<file path="config.mk">
export PLATFORM = sky130hd
export DESIGN_NAME = osc_cmd_ctrl
export DESIGN_NICKNAME = d
export VERILOG_FILES = /design/src/rtl/osc_cmd_pkg.sv /design/src/rtl/osc_cmd_parser.sv /design/src/rtl/osc_mode_fsm.sv /design/src/rtl/osc_cfg_store.sv /design/src/rtl/osc_cmd_ctrl.sv
export SDC_FILE = /design/constraint.sdc
export NUM_CORES = 1
export LEC_CHECK = 0
export ABC_AREA = 1
export ABC_CLOCK_PERIOD_IN_PS = 1800
export BUFFER_PORTS_ARGS = -buffer_cell sky130_fd_sc_hd__clkbuf_2
export CORE_AREA = 2 2 177 179
export CTS_CLUSTER_SIZE = 28
export DETAILED_ROUTE_END_ITERATION = 12
export DIE_AREA = 0 0 179 181
export RECOVER_POWER = 50
export SYNTH_ARGS = -nofsm -noshare
export SYNTH_HDL_FRONTEND = slang
export SYNTH_SLANG_ARGS = --single-unit
</file>
<file path="constraint.sdc">
create_clock -name clk -period 1.8 [get_ports clk]
set_clock_uncertainty 0.2 [all_clocks]
set_input_delay 0.27 -clock clk [delete_from_list [all_inputs] [get_ports clk]]
set_output_delay 0.27 -clock clk [all_outputs]
set_load 0.1 [all_outputs]
</file>
<file path="src/rtl/osc_cmd_pkg.sv">
package osc_cmd_pkg;

  typedef enum logic [2:0] {
    M_RUN   = 3'd0,
    M_STOP  = 3'd1,
    M_DOZE  = 3'd2,
    M_SLEEP = 3'd3,
    M_SETUP = 3'd4
  } mode_e;

  localparam logic [7:0] OP_RUN   = 8'h50;
  localparam logic [7:0] OP_STOP  = 8'h18;
  localparam logic [7:0] OP_DOZE  = 8'h20;
  localparam logic [7:0] OP_SLEEP = 8'h30;
  localparam logic [7:0] OP_NEWF  = 8'h0C;
  localparam logic [7:0] OP_ORIGF = 8'h10;
  localparam logic [7:0] OP_OFFS  = 8'h3A;
  localparam logic [7:0] OP_DRV   = 8'h41;
  localparam logic [7:0] OP_PWR   = 8'h49;
  localparam logic [7:0] OP_NOP   = 8'h00;

  // number of argument bytes that follow an opcode; unknown codes take none
  function automatic logic [2:0] arg_count(input logic [7:0] op);
    case (op)
      OP_NEWF:        arg_count = 3'd4;
      OP_OFFS:        arg_count = 3'd2;
      OP_DRV, OP_PWR: arg_count = 3'd1;
      default:        arg_count = 3'd0;
    endcase
  endfunction

endpackage

</file>
<file path="src/rtl/osc_cmd_parser.sv">
module osc_cmd_parser
  import osc_cmd_pkg::*;
#(
  parameter int ARG_W = 32
) (
  input  logic             clk,
  input  logic             rst_n,
  input  logic             take,
  input  logic [7:0]       data,
  input  logic             setup_seen,
  input  logic             abort,
  input  logic             sleeping,
  output logic             exec_v,
  output logic [7:0]       exec_op,
  output logic [ARG_W-1:0] exec_arg
);

  logic             armed;
  logic             busy;
  logic [2:0]       remain;
  logic [7:0]       op_q;
  logic [ARG_W-1:0] acc;
  logic [ARG_W-1:0] acc_nxt;

  assign acc_nxt = {acc[ARG_W-9:0], data};

  always_ff @(posedge clk or negedge rst_n) begin
    if (!rst_n) begin
      armed    <= 1'b0;
      busy     <= 1'b0;
      remain   <= '0;
      op_q     <= '0;
      acc      <= '0;
      exec_v   <= 1'b0;
      exec_op  <= '0;
      exec_arg <= '0;
    end else begin
      exec_v <= 1'b0;
      // arming: lost on Sleep, regained only by a fresh setup sequence
      if (sleeping)        armed <= 1'b0;
      else if (setup_seen) armed <= 1'b1;

      if (sleeping || setup_seen || abort) begin
        busy <= 1'b0;                      // partial command discarded
      end else if (take && armed) begin
        if (!busy) begin
          op_q <= data;
          acc  <= '0;
          if (arg_count(data) == 3'd0) begin
            exec_v   <= 1'b1;
            exec_op  <= data;
            exec_arg <= '0;
          end else begin
            busy   <= 1'b1;
            remain <= arg_count(data);
          end
        end else begin
          acc    <= acc_nxt;
          remain <= remain - 3'd1;
          if (remain == 3'd1) begin
            exec_v   <= 1'b1;
            exec_op  <= op_q;
            exec_arg <= acc_nxt;
            busy     <= 1'b0;
          end
        end
      end
    end
  end

endmodule

</file>
<file path="src/rtl/osc_mode_fsm.sv">
module osc_mode_fsm
  import osc_cmd_pkg::*;
(
  input  logic       clk,
  input  logic       rst_n,
  input  logic       exec_v,
  input  logic [7:0] exec_op,
  input  logic       recal_done,
  input  logic       line_edge,
  input  logic       last_cycle_done,
  input  logic       pend_base_v,
  output mode_e      mode,
  output logic       mode_chg,
  output logic       apply_pend,
  output logic       out_en,
  output logic       recal_req,
  output logic       vco_pd,
  output logic       core_pd
);

  mode_e nxt;
  logic  run_again;

  always_comb begin
    nxt        = mode;
    run_again  = 1'b0;
    apply_pend = 1'b0;
    case (mode)
      M_RUN: if (exec_v) begin
        case (exec_op)
          OP_STOP:           nxt = M_STOP;
          OP_DOZE:           nxt = M_DOZE;
          OP_SLEEP:          nxt = M_SLEEP;
          OP_NEWF, OP_ORIGF: nxt = M_SETUP;
          OP_RUN:            run_again = 1'b1;
          default:           nxt = mode;
        endcase
      end
      M_STOP, M_DOZE: if (exec_v) begin
        case (exec_op)
          OP_RUN: begin
            apply_pend = 1'b1;
            nxt        = pend_base_v ? M_SETUP : M_RUN;
          end
          OP_STOP:  nxt = M_STOP;
          OP_DOZE:  nxt = M_DOZE;
          OP_SLEEP: nxt = M_SLEEP;
          default:  nxt = mode;
        endcase
      end
      M_SLEEP: if (line_edge) begin
        apply_pend = 1'b1;
        nxt        = pend_base_v ? M_SETUP : M_RUN;
      end
      M_SETUP: if (recal_done) nxt = M_RUN;
      default: nxt = M_RUN;
    endcase
  end

  assign mode_chg = (nxt != mode) || run_again;

  always_ff @(posedge clk or negedge rst_n) begin
    if (!rst_n) begin
      mode   <= M_RUN;
      out_en <= 1'b1;
    end else begin
      mode <= nxt;
      // driver follows the mode, but only drops at an output cycle boundary
      if (mode == M_RUN)        out_en <= 1'b1;
      else if (last_cycle_done) out_en <= 1'b0;
    end
  end

  assign recal_req = (mode == M_SETUP);
  assign vco_pd    = ((mode == M_DOZE) || (mode == M_SLEEP)) && !out_en;
  assign core_pd   = (mode == M_SLEEP) && !out_en;

endmodule

</file>
<file path="src/rtl/osc_cfg_store.sv">
module osc_cfg_store
  import osc_cmd_pkg::*;
#(
  parameter int              FREQ_W         = 32,
  parameter int              OFF_W          = 16,
  parameter int              DRV_W          = 3,
  parameter logic [FREQ_W-1:0] FACTORY_FREQ = '0,
  parameter logic [DRV_W-1:0]  DEF_DRIVE    = '0,
  parameter logic            DEF_LOW_JITTER = 1'b0
) (
  input  logic              clk,
  input  logic              rst_n,
  input  logic              exec_v,
  input  logic [7:0]        exec_op,
  input  logic [FREQ_W-1:0] exec_arg,
  input  mode_e             mode,
  input  logic              mode_chg,
  input  logic              apply_pend,
  output logic [FREQ_W-1:0] base_freq,
  output logic [OFF_W-1:0]  freq_offset,
  output logic [DRV_W-1:0]  drive,
  output logic              low_jitter,
  output logic              pend_base_v
);

  localparam int DRV_MAX = (1 << DRV_W) - 1;

  logic [FREQ_W-1:0] pend_base;
  logic [OFF_W-1:0]  pend_off;
  logic              pend_off_v;
  logic              pend_lj;
  logic              pend_lj_v;
  logic              idle_mode;
  logic [FREQ_W-1:0] new_base;

  assign idle_mode = (mode == M_STOP) || (mode == M_DOZE);
  assign new_base  = (exec_op == OP_NEWF) ? exec_arg : FACTORY_FREQ;

  always_ff @(posedge clk or negedge rst_n) begin
    if (!rst_n) begin
      base_freq   <= FACTORY_FREQ;
      freq_offset <= '0;
      drive       <= DEF_DRIVE;
      low_jitter  <= DEF_LOW_JITTER;
      pend_base   <= '0;
      pend_base_v <= 1'b0;
      pend_off    <= '0;
      pend_off_v  <= 1'b0;
      pend_lj     <= 1'b0;
      pend_lj_v   <= 1'b0;
    end else begin
      if (apply_pend) begin
        if (pend_base_v) base_freq   <= pend_base;
        if (pend_off_v)  freq_offset <= pend_off;
        pend_base_v <= 1'b0;
        pend_off_v  <= 1'b0;
      end
      if (mode_chg && pend_lj_v) begin
        low_jitter <= pend_lj;
        pend_lj_v  <= 1'b0;
      end
      if (exec_v) begin
        case (exec_op)
          OP_NEWF, OP_ORIGF: begin
            if (mode == M_RUN) begin
              base_freq   <= new_base;
              freq_offset <= '0;
            end else if (idle_mode) begin
              pend_base   <= new_base;
              pend_base_v <= 1'b1;
              pend_off    <= '0;
              pend_off_v  <= 1'b1;
            end
          end
          OP_OFFS: begin
            if (mode == M_RUN) begin
              freq_offset <= exec_arg[OFF_W-1:0];
            end else if (idle_mode) begin
              pend_off   <= exec_arg[OFF_W-1:0];
              pend_off_v <= 1'b1;
            end
          end
          OP_DRV: if (exec_arg <= DRV_MAX) drive <= exec_arg[DRV_W-1:0];
          OP_PWR: begin
            pend_lj   <= exec_arg[0];
            pend_lj_v <= 1'b1;
          end
          default: ;
        endcase
      end
    end
  end

endmodule

</file>
<file path="src/rtl/osc_cmd_ctrl.sv">
module osc_cmd_ctrl
  import osc_cmd_pkg::*;
#(
  parameter int                FREQ_W         = 32,
  parameter int                OFF_W          = 16,
  parameter int                DRV_W          = 3,
  parameter logic [FREQ_W-1:0] FACTORY_FREQ   = 32'h4B18_9680,
  parameter logic [DRV_W-1:0]  DEF_DRIVE      = 3'd3,
  parameter logic              DEF_LOW_JITTER = 1'b0
) (
  input  logic              clk,
  input  logic              rst_n,
  input  logic              in_valid,
  output logic              in_ready,
  input  logic [7:0]        in_data,
  input  logic              setup_seen,
  input  logic              abort,
  input  logic              line_edge,
  input  logic              last_cycle_done,
  input  logic              recal_done,
  output logic              out_en,
  output logic              vco_pd,
  output logic              core_pd,
  output logic              recal_req,
  output logic [2:0]        mode,
  output logic [FREQ_W-1:0] base_freq,
  output logic [OFF_W-1:0]  freq_offset,
  output logic [DRV_W-1:0]  drive,
  output logic              low_jitter
);

  mode_e             mode_s;
  logic              exec_v;
  logic [7:0]        exec_op;
  logic [FREQ_W-1:0] exec_arg;
  logic              mode_chg;
  logic              apply_pend;
  logic              pend_base_v;

  assign in_ready = (mode_s != M_SETUP) && !exec_v;
  assign mode     = mode_s;

  osc_cmd_parser #(.ARG_W(FREQ_W)) u_parser (
    .clk        (clk),
    .rst_n      (rst_n),
    .take       (in_valid && in_ready),
    .data       (in_data),
    .setup_seen (setup_seen),
    .abort      (abort),
    .sleeping   (mode_s == M_SLEEP),
    .exec_v     (exec_v),
    .exec_op    (exec_op),
    .exec_arg   (exec_arg)
  );

  osc_mode_fsm u_fsm (
    .clk             (clk),
    .rst_n           (rst_n),
    .exec_v          (exec_v),
    .exec_op         (exec_op),
    .recal_done      (recal_done),
    .line_edge       (line_edge),
    .last_cycle_done (last_cycle_done),
    .pend_base_v     (pend_base_v),
    .mode            (mode_s),
    .mode_chg        (mode_chg),
    .apply_pend      (apply_pend),
    .out_en          (out_en),
    .recal_req       (recal_req),
    .vco_pd          (vco_pd),
    .core_pd         (core_pd)
  );

  osc_cfg_store #(
    .FREQ_W(FREQ_W), .OFF_W(OFF_W), .DRV_W(DRV_W),
    .FACTORY_FREQ(FACTORY_FREQ), .DEF_DRIVE(DEF_DRIVE), .DEF_LOW_JITTER(DEF_LOW_JITTER)
  ) u_cfg (
    .clk         (clk),
    .rst_n       (rst_n),
    .exec_v      (exec_v),
    .exec_op     (exec_op),
    .exec_arg    (exec_arg),
    .mode        (mode_s),
    .mode_chg    (mode_chg),
    .apply_pend  (apply_pend),
    .base_freq   (base_freq),
    .freq_offset (freq_offset),
    .drive       (drive),
    .low_jitter  (low_jitter),
    .pend_base_v (pend_base_v)
  );

endmodule

</file>
---- Word-level counts from Yosys, hierarchy flattened ----
Cells that the tools add are included.
operators by class
  add/sub/neg operators ................... 1
  multipliers ............................. 0
  divide/modulo/power cells ............... 0
  magnitude comparators ................... 1
  eq/ne operators ......................... 26
  shift-type cells ........................ 0
  mux-type cells .......................... 70
  bitwise logic cells ..................... 3
  reduce and logical (&&, ||, !) cells .... 32
operator list
  operator                                                                 number
  32-bit 2-to-1 mux                                                        9
  16-bit 2-to-1 mux                                                        9
  16-bit one-hot mux with 2 select lines                                   2
  8-bit by 7-bit equality test with 1-bit output (second input constant)   5
  3-bit one-hot mux with 4 select lines                                    3
  8-bit by 6-bit equality test with 1-bit output (second input constant)   4
  32-bit by 3-bit <= comparator with 1-bit output (second input constant)  1
  1-bit 2-to-1 mux                                                         31
  3-bit 2-to-1 mux                                                         10
  24-bit 2-to-1 mux                                                        1
  8-bit 2-to-1 mux                                                         3
  8-bit by 4-bit equality test with 1-bit output (second input constant)   2
  8-bit by 5-bit equality test with 1-bit output (second input constant)   2
  2-bit nonzero test                                                       5
  3-bit one-hot mux with 3 select lines                                    1
  3-bit AND reduction                                                      3
  4-bit AND reduction                                                      2
  3-bit by 1-bit equality test with 1-bit output (second input constant)   2
  3-bit by 2-bit equality test with 1-bit output (second input constant)   2
  1-bit logical AND                                                        6
  3-bit logical NOT                                                        2
  2-bit by 1-bit != test with 1-bit output (second input constant)         3
  2-bit != test (second input constant)                                    3
  6-bit AND reduction                                                      1
  other kinds (11)                                                         21
storage, ports and cells
  register bits after elaboration ......... 186
  latch bits .............................. 0
  RAM bits ................................ 0
  memory bits (read-only) ................. 0
  input port bits ......................... 16
  output and inout bits ................... 60
  word-level logic and storage cells ...... 153
  memories kept ........................... 0

---- Depth between registers and ports, before layout ----
  depth after elaboration ................. 11
  mapped depth ............................ 16
  mapped depth without buffers ............ 16

---- Hierarchy ----
From an unflattened synthesis, not the netlist that was laid out.
unflattened totals
  cell total of the unflattened synthesis .. 1133
  area total of the unflattened synthesis .. 8966.1 um^2
by module, submodules not included
  module          times used  cells each  area an instance (um^2)  sequential area each (um^2)
  osc_cfg_store   1           594         4974.8                   2618.8
  osc_cmd_parser  1           432         3435.8                   1951.9
  osc_mode_fsm    1           98          516.7                    101.3
  osc_cmd_ctrl    1           9           38.8                     0.0

---- Least setup slack after synthesis ----
Ideal clock, no wire load.
  path kind ............................... reg-to-output
  start ................................... register u_fsm.mode[1]
  end ..................................... output port vco_pd
  arrival ................................. 3210 ps
  data required time ...................... 1330 ps
  path slack .............................. -1880 ps
  cell stages (with the launch flop) ...... 3
  buffers on the path ..................... 0
  cells stage by stage .................... dfrtp_1 > inv_1 > nor3_1
between the ends
  longest elaborated chain between the ends .. 3
  elaborated cells between the ends (all ways) .. 4
  classes of those cells .................. eq/ne (2); reduce/logical (2)
ends and longest elaborated chain
  element                                         line                RTL
  start: declaration                              osc_mode_fsm.sv:12  output mode_e mode,
  start signal: assignment                        osc_mode_fsm.sv:67  mode <= nxt;
  3-bit by 2-bit equality test with 1-bit output  osc_mode_fsm.sv:75  assign vco_pd = ((mode == M_DOZE) || (mode == M_SLEEP)) && !out_en;
  1-bit logical OR (*)                            osc_mode_fsm.sv:75
  1-bit logical AND (*)                           osc_mode_fsm.sv:75
  end: declaration                                osc_cmd_ctrl.sv:22  output logic vco_pd,
Mark *: on every way between the ends. The rest lies on a longest branch, timed or not.

---- Worst setup path in the final report ----
  start ................................... register u_fsm.mode[2]
  end ..................................... output port core_pd
between the ends
  longest elaborated chain between the ends .. 2
ends and longest elaborated chain
  element                                         line                RTL
  3-bit by 2-bit equality test with 1-bit output  osc_mode_fsm.sv:76  assign core_pd = (mode == M_SLEEP) && !out_en;
  1-bit logical AND                               osc_mode_fsm.sv:76
  end: declaration                                osc_cmd_ctrl.sv:23  output logic core_pd,
No other way between the ends.

==> out/results.tsv <==
stage	metric	value	unit
power_and_ir_drop	Net Sw Power	0.00395	W
synthesis	adder-cell share of the synthesized area	0.00298	
power_and_ir_drop	Leak	6.10	nW
worst_setup_path	Worst Setup Start Kind	register	
synthesis	Compound-Gate Fraction of Synth Area	0.108	
worst_setup_path	CP Launch Point	u_fsm.mode[2]$_DFF_PN0_	
layout	commonest non-fill, non-tap cell in the layout	nand2_1	
power_and_ir_drop	pwr/cell area	857	nW/um2
layout	highest-count cells in the layout ignoring fill and taps	nand2_1, dfrtp_1, buf_4	
min_path	Min-Delay Path Class	input port to register	
layout	area grow syn2layout	53.6	%
layout	post-layout util	0.425	
timing	fmax	475	MHz
layout	# fillers	2849	
power_and_ir_drop	clock network power share	0.335	
synthesis	largest family of logic cells by synthesized area	simple AND/OR/NAND/NOR gates	
synthesis	Syn. warnings	0	
routing	DRT iter0 DRCs	759	
synthesis	Syn Nets	1040	
die	chip width	179	um
power_and_ir_drop	Int Pwr	0.00709	W
timing	Slew @ Worst Pin	0.873	ns
routing	overall routed net length	27.5	mm
global_route	pin count of the biggest net entering global routing	55	
synthesis	register area share after synthesis	0.556	
worst_setup_path	CP max FO	5	
synthesis	Mapped Area	8400	um2
die	Die Ht	181	um
placement	GPL Wtd Cong	0.817	
clock_tree	Num CTS Buffers	17	
routing	number of vias per cell	4.87	
power_and_ir_drop	sequential share of power	0.419	
run_status	failing checks	setup timing	
clock_tree	clk root buf	clkbuf_16	
power_and_ir_drop	Pwr Total	0.0110	W
routing	DRC	0	
clock_tree	clock slew seen by the registers of the worst setup and hold paths	0.07	ns
routing	DR vias	8112	
global_route	first-pass GRT wire length	39.3	mm
clock_tree	Clock Latency Late Sink	0.44	ns
clock_tree	CTS max path bufs	2	
timing	max-slew violations	0	
power_and_ir_drop	switching portion of total power	0.358	
clock_tree	H-tree Lvls	4	
power_and_ir_drop	Worst VDD drop	544	uV
synthesis	Mapped Avg Cell Area	8.21	um2
timing	count of final hold-check violations	0	
timing	Final WS setup	-0.306	ns
die	num rows	64	
global_route	global route overflow	0	
die	Starting Density	0.277	
flow_run	Max Cap Viol	0	
synthesis	library cells used by synthesis	32	
clock_tree	clk sink count	186	
run_status	outcome	finished with violations	
routing	ANT nets after route	0	
die	io pins	76	
timing	Period minus WS final	2.11	ns
synthesis	post-synthesis xor/xnor area fraction	0	
global_route	Global Route Usage Sum	0.154	
clock_tree	CTS tree	built	
synthesis	Seq cells post-synth	186	
layout	footprint of the multi-input gates	4160	um2
synthesis	post-synthesis instance total	1022	
timing	slew margin rel.	0.418	
worst_setup_path	crit path capture type	output pin	
routing	Detailed Routing Iterations Pass 1	8	
layout	Final #Nets	1275	
layout	flip-flop and latch area	4690	um2
worst_setup_path	origin of the critical flop-to-flop path	u_fsm.mode[2]$_DFF_PN0_	
synthesis	multiplexer area fraction after synthesis	0.0107	
worst_setup_path	Req. time, crit path	1.33	ns
worst_setup_path	WS Path Type	register to output pin	
global_route	initial antenna violation count	0	
worst_setup_path	CP arrival	1.64	ns
die	die area	32400	um2
global_route	number of global-route vias before repair	7446	
routing	WL per Instance	16.5	um
min_path	hold path startpoint	in_data[5]	
placement	hpwl dp	16.2	mm
timing	# setup viols final	185	
timing	fin crit share	1.17	
placement	port buffer count	75	
power_and_ir_drop	logic gate share of total power	0.246	
timing	unrepaired setup endpoints after global routing	yes	
layout	Antenna Cells	0	
layout	share of cells above drive strength 1	0.429	
synthesis	Post-Synth Simple-Gate Area	0.256	
die	floorplan core area	30300	um2
-- critical path, cell delays in order (launching register included) --
cell     delay (ns)
dfrtp_4        0.53
nor2_4         0.13
buf_6          0.12
inv_4          0.03
buf_6          0.10
nor2_4         0.11
buf_12         0.18
-- path summary, 6_finish.rpt --
check                                                   to  slack (ns)  cells past startpoint
max                                                core_pd       -0.31                      6
min                           u_parser.op_q[5]$_DFFE_PN0P_       0.007                      4
max reg2reg                   u_parser.op_q[1]$_DFFE_PN0P_       -0.30                      8
min reg2reg                u_cfg.pend_base[22]$_DFFE_PN0P_        0.28                      2
max in group asynchronous          u_fsm.mode[2]$_DFF_PN0_        0.18                      3
min in group asynchronous  u_cfg.pend_base[17]$_DFFE_PN0P_        0.28                      2
-- cell type report --
class,instances,area share
timing repair inverter,3,0.00320
timing repair buffer,265,0.200
clock buffer,20,0.0354
multi-input combinational,704,0.323
tap,396,0.0384
sequential,186,0.363
clock inverter,12,0.00922
inverter,80,0.0272
-- kinds of logic after synthesis --
| group | count (synthesis) |
|---|---|
| simple gates | 522 |
| flops | 186 |
| compound gates | 170 |
| buf+inv | 134 |
| mux | 8 |
| fa+ha+maj | 2 |
-- layer usage --
metal	vias up	part of all wire	global-route usage
met1	3987	0.42	0.206
met2	268	0.50	0.254
met4	0	0.022	0.0462
li1	3810	-	-
met5	-	0	0
met3	47	0.056	0.0274
-- synthesized netlist by cell type --
master    instances  area (um2)
o311ai_1          1        8.76
nand4_1           8        50.1
nor2_2            5        31.3
buf_2            14        70.1
o21ai_0          51         255
mux2_1            4        45.0
buf_4             6        45.0
nand3_2           1        10.0
dfrtp_1         172        4300
nor3b_2           1        12.5
or2_2             5        31.3
inv_2             6        22.5
a21oi_1          24         120
nand3_1          51         255
o21ai_1          53         265
nand2_2           2        12.5
nor4_4            1        21.3
mux2_2            4        45.0
nor2_4            1        11.3
clkinv_2          1        5.00
inv_1            73         274
clkbuf_1         33         124
o31ai_1           2        15.0
nor3_1           16        80.1
nor4_1            8        50.1
a22o_1            1        8.76
a31oi_1          38         238
nor2_1          104         390
ha_1              2        25.0
nand2_1         319        1200
dfstp_2          14         368
buf_1             1        3.75
-- power by group through the flow --
stage	clock, W	sequential [W]	combinational (W)
finish	0.00370	0.00463	0.00272
detailed placement	0	0.00469	0.00242
floorplan	0	0.00601	0.000430
global placement	0	0.00468	0.00241
CTS	0.00374	0.00462	0.00250
global route	0.00391	0.00467	0.00286
-- metrics by stage --
step / TNS, ns / setup WS [ns] / hold slack (ns) / std cells / instance area, um2
2_1_floorplan: -93.29 / -1.07 / -0.226 / 1022 / 8510
3_3_place_gp: -30.70 / -0.304 / -0.0136 / 1574 / 10400
3_5_place_dp: -34.67 / -0.311 / -0.0128 / 1574 / 10400
4_1_cts: -32.27 / -0.310 / 0.000919 / 1630 / 11500
5_1_grt: -52.37 / -0.423 / 0.0153 / 1666 / 12900
6_report: -33.42 / -0.306 / 0.00734 / 1666 / 12900
-- repair_timing --
item / CTS / global route
pin swaps: 10 / 62
hold buffers: 8 / 0
cloned: 7 / 17
hold endpoints to repair: 184 / 0
endpoints found under the setup margin: 189 / 187
buffers inserted: 9 / 24
gates resized for setup: 66 / 293
-- state kept, by name, indices dropped and copies added (netlist names) --
| register | cells |
|---|---|
| u_cfg.pend_lj_v | 1 |
| u_parser.exec_op | 8 |
| u_cfg.base_freq | 32 |
| u_cfg.pend_base_v | 1 |
| u_parser.op_q | 8 |
| u_fsm.out_en | 1 |
| u_parser.acc | 24 |
| u_parser.remain | 3 |
| u_cfg.pend_lj | 1 |
| u_cfg.low_jitter | 1 |
| u_cfg.drive | 3 |
| u_parser.exec_arg | 32 |
| u_parser.armed | 1 |
| u_cfg.pend_off | 16 |
| u_cfg.pend_base | 32 |
| u_cfg.pend_off_v | 1 |
| u_cfg.freq_offset | 16 |
| u_parser.busy | 1 |
| u_fsm.mode | 3 |
| u_parser.exec_v | 1 |
Note: power is estimated with default switching activity, not from simulation.
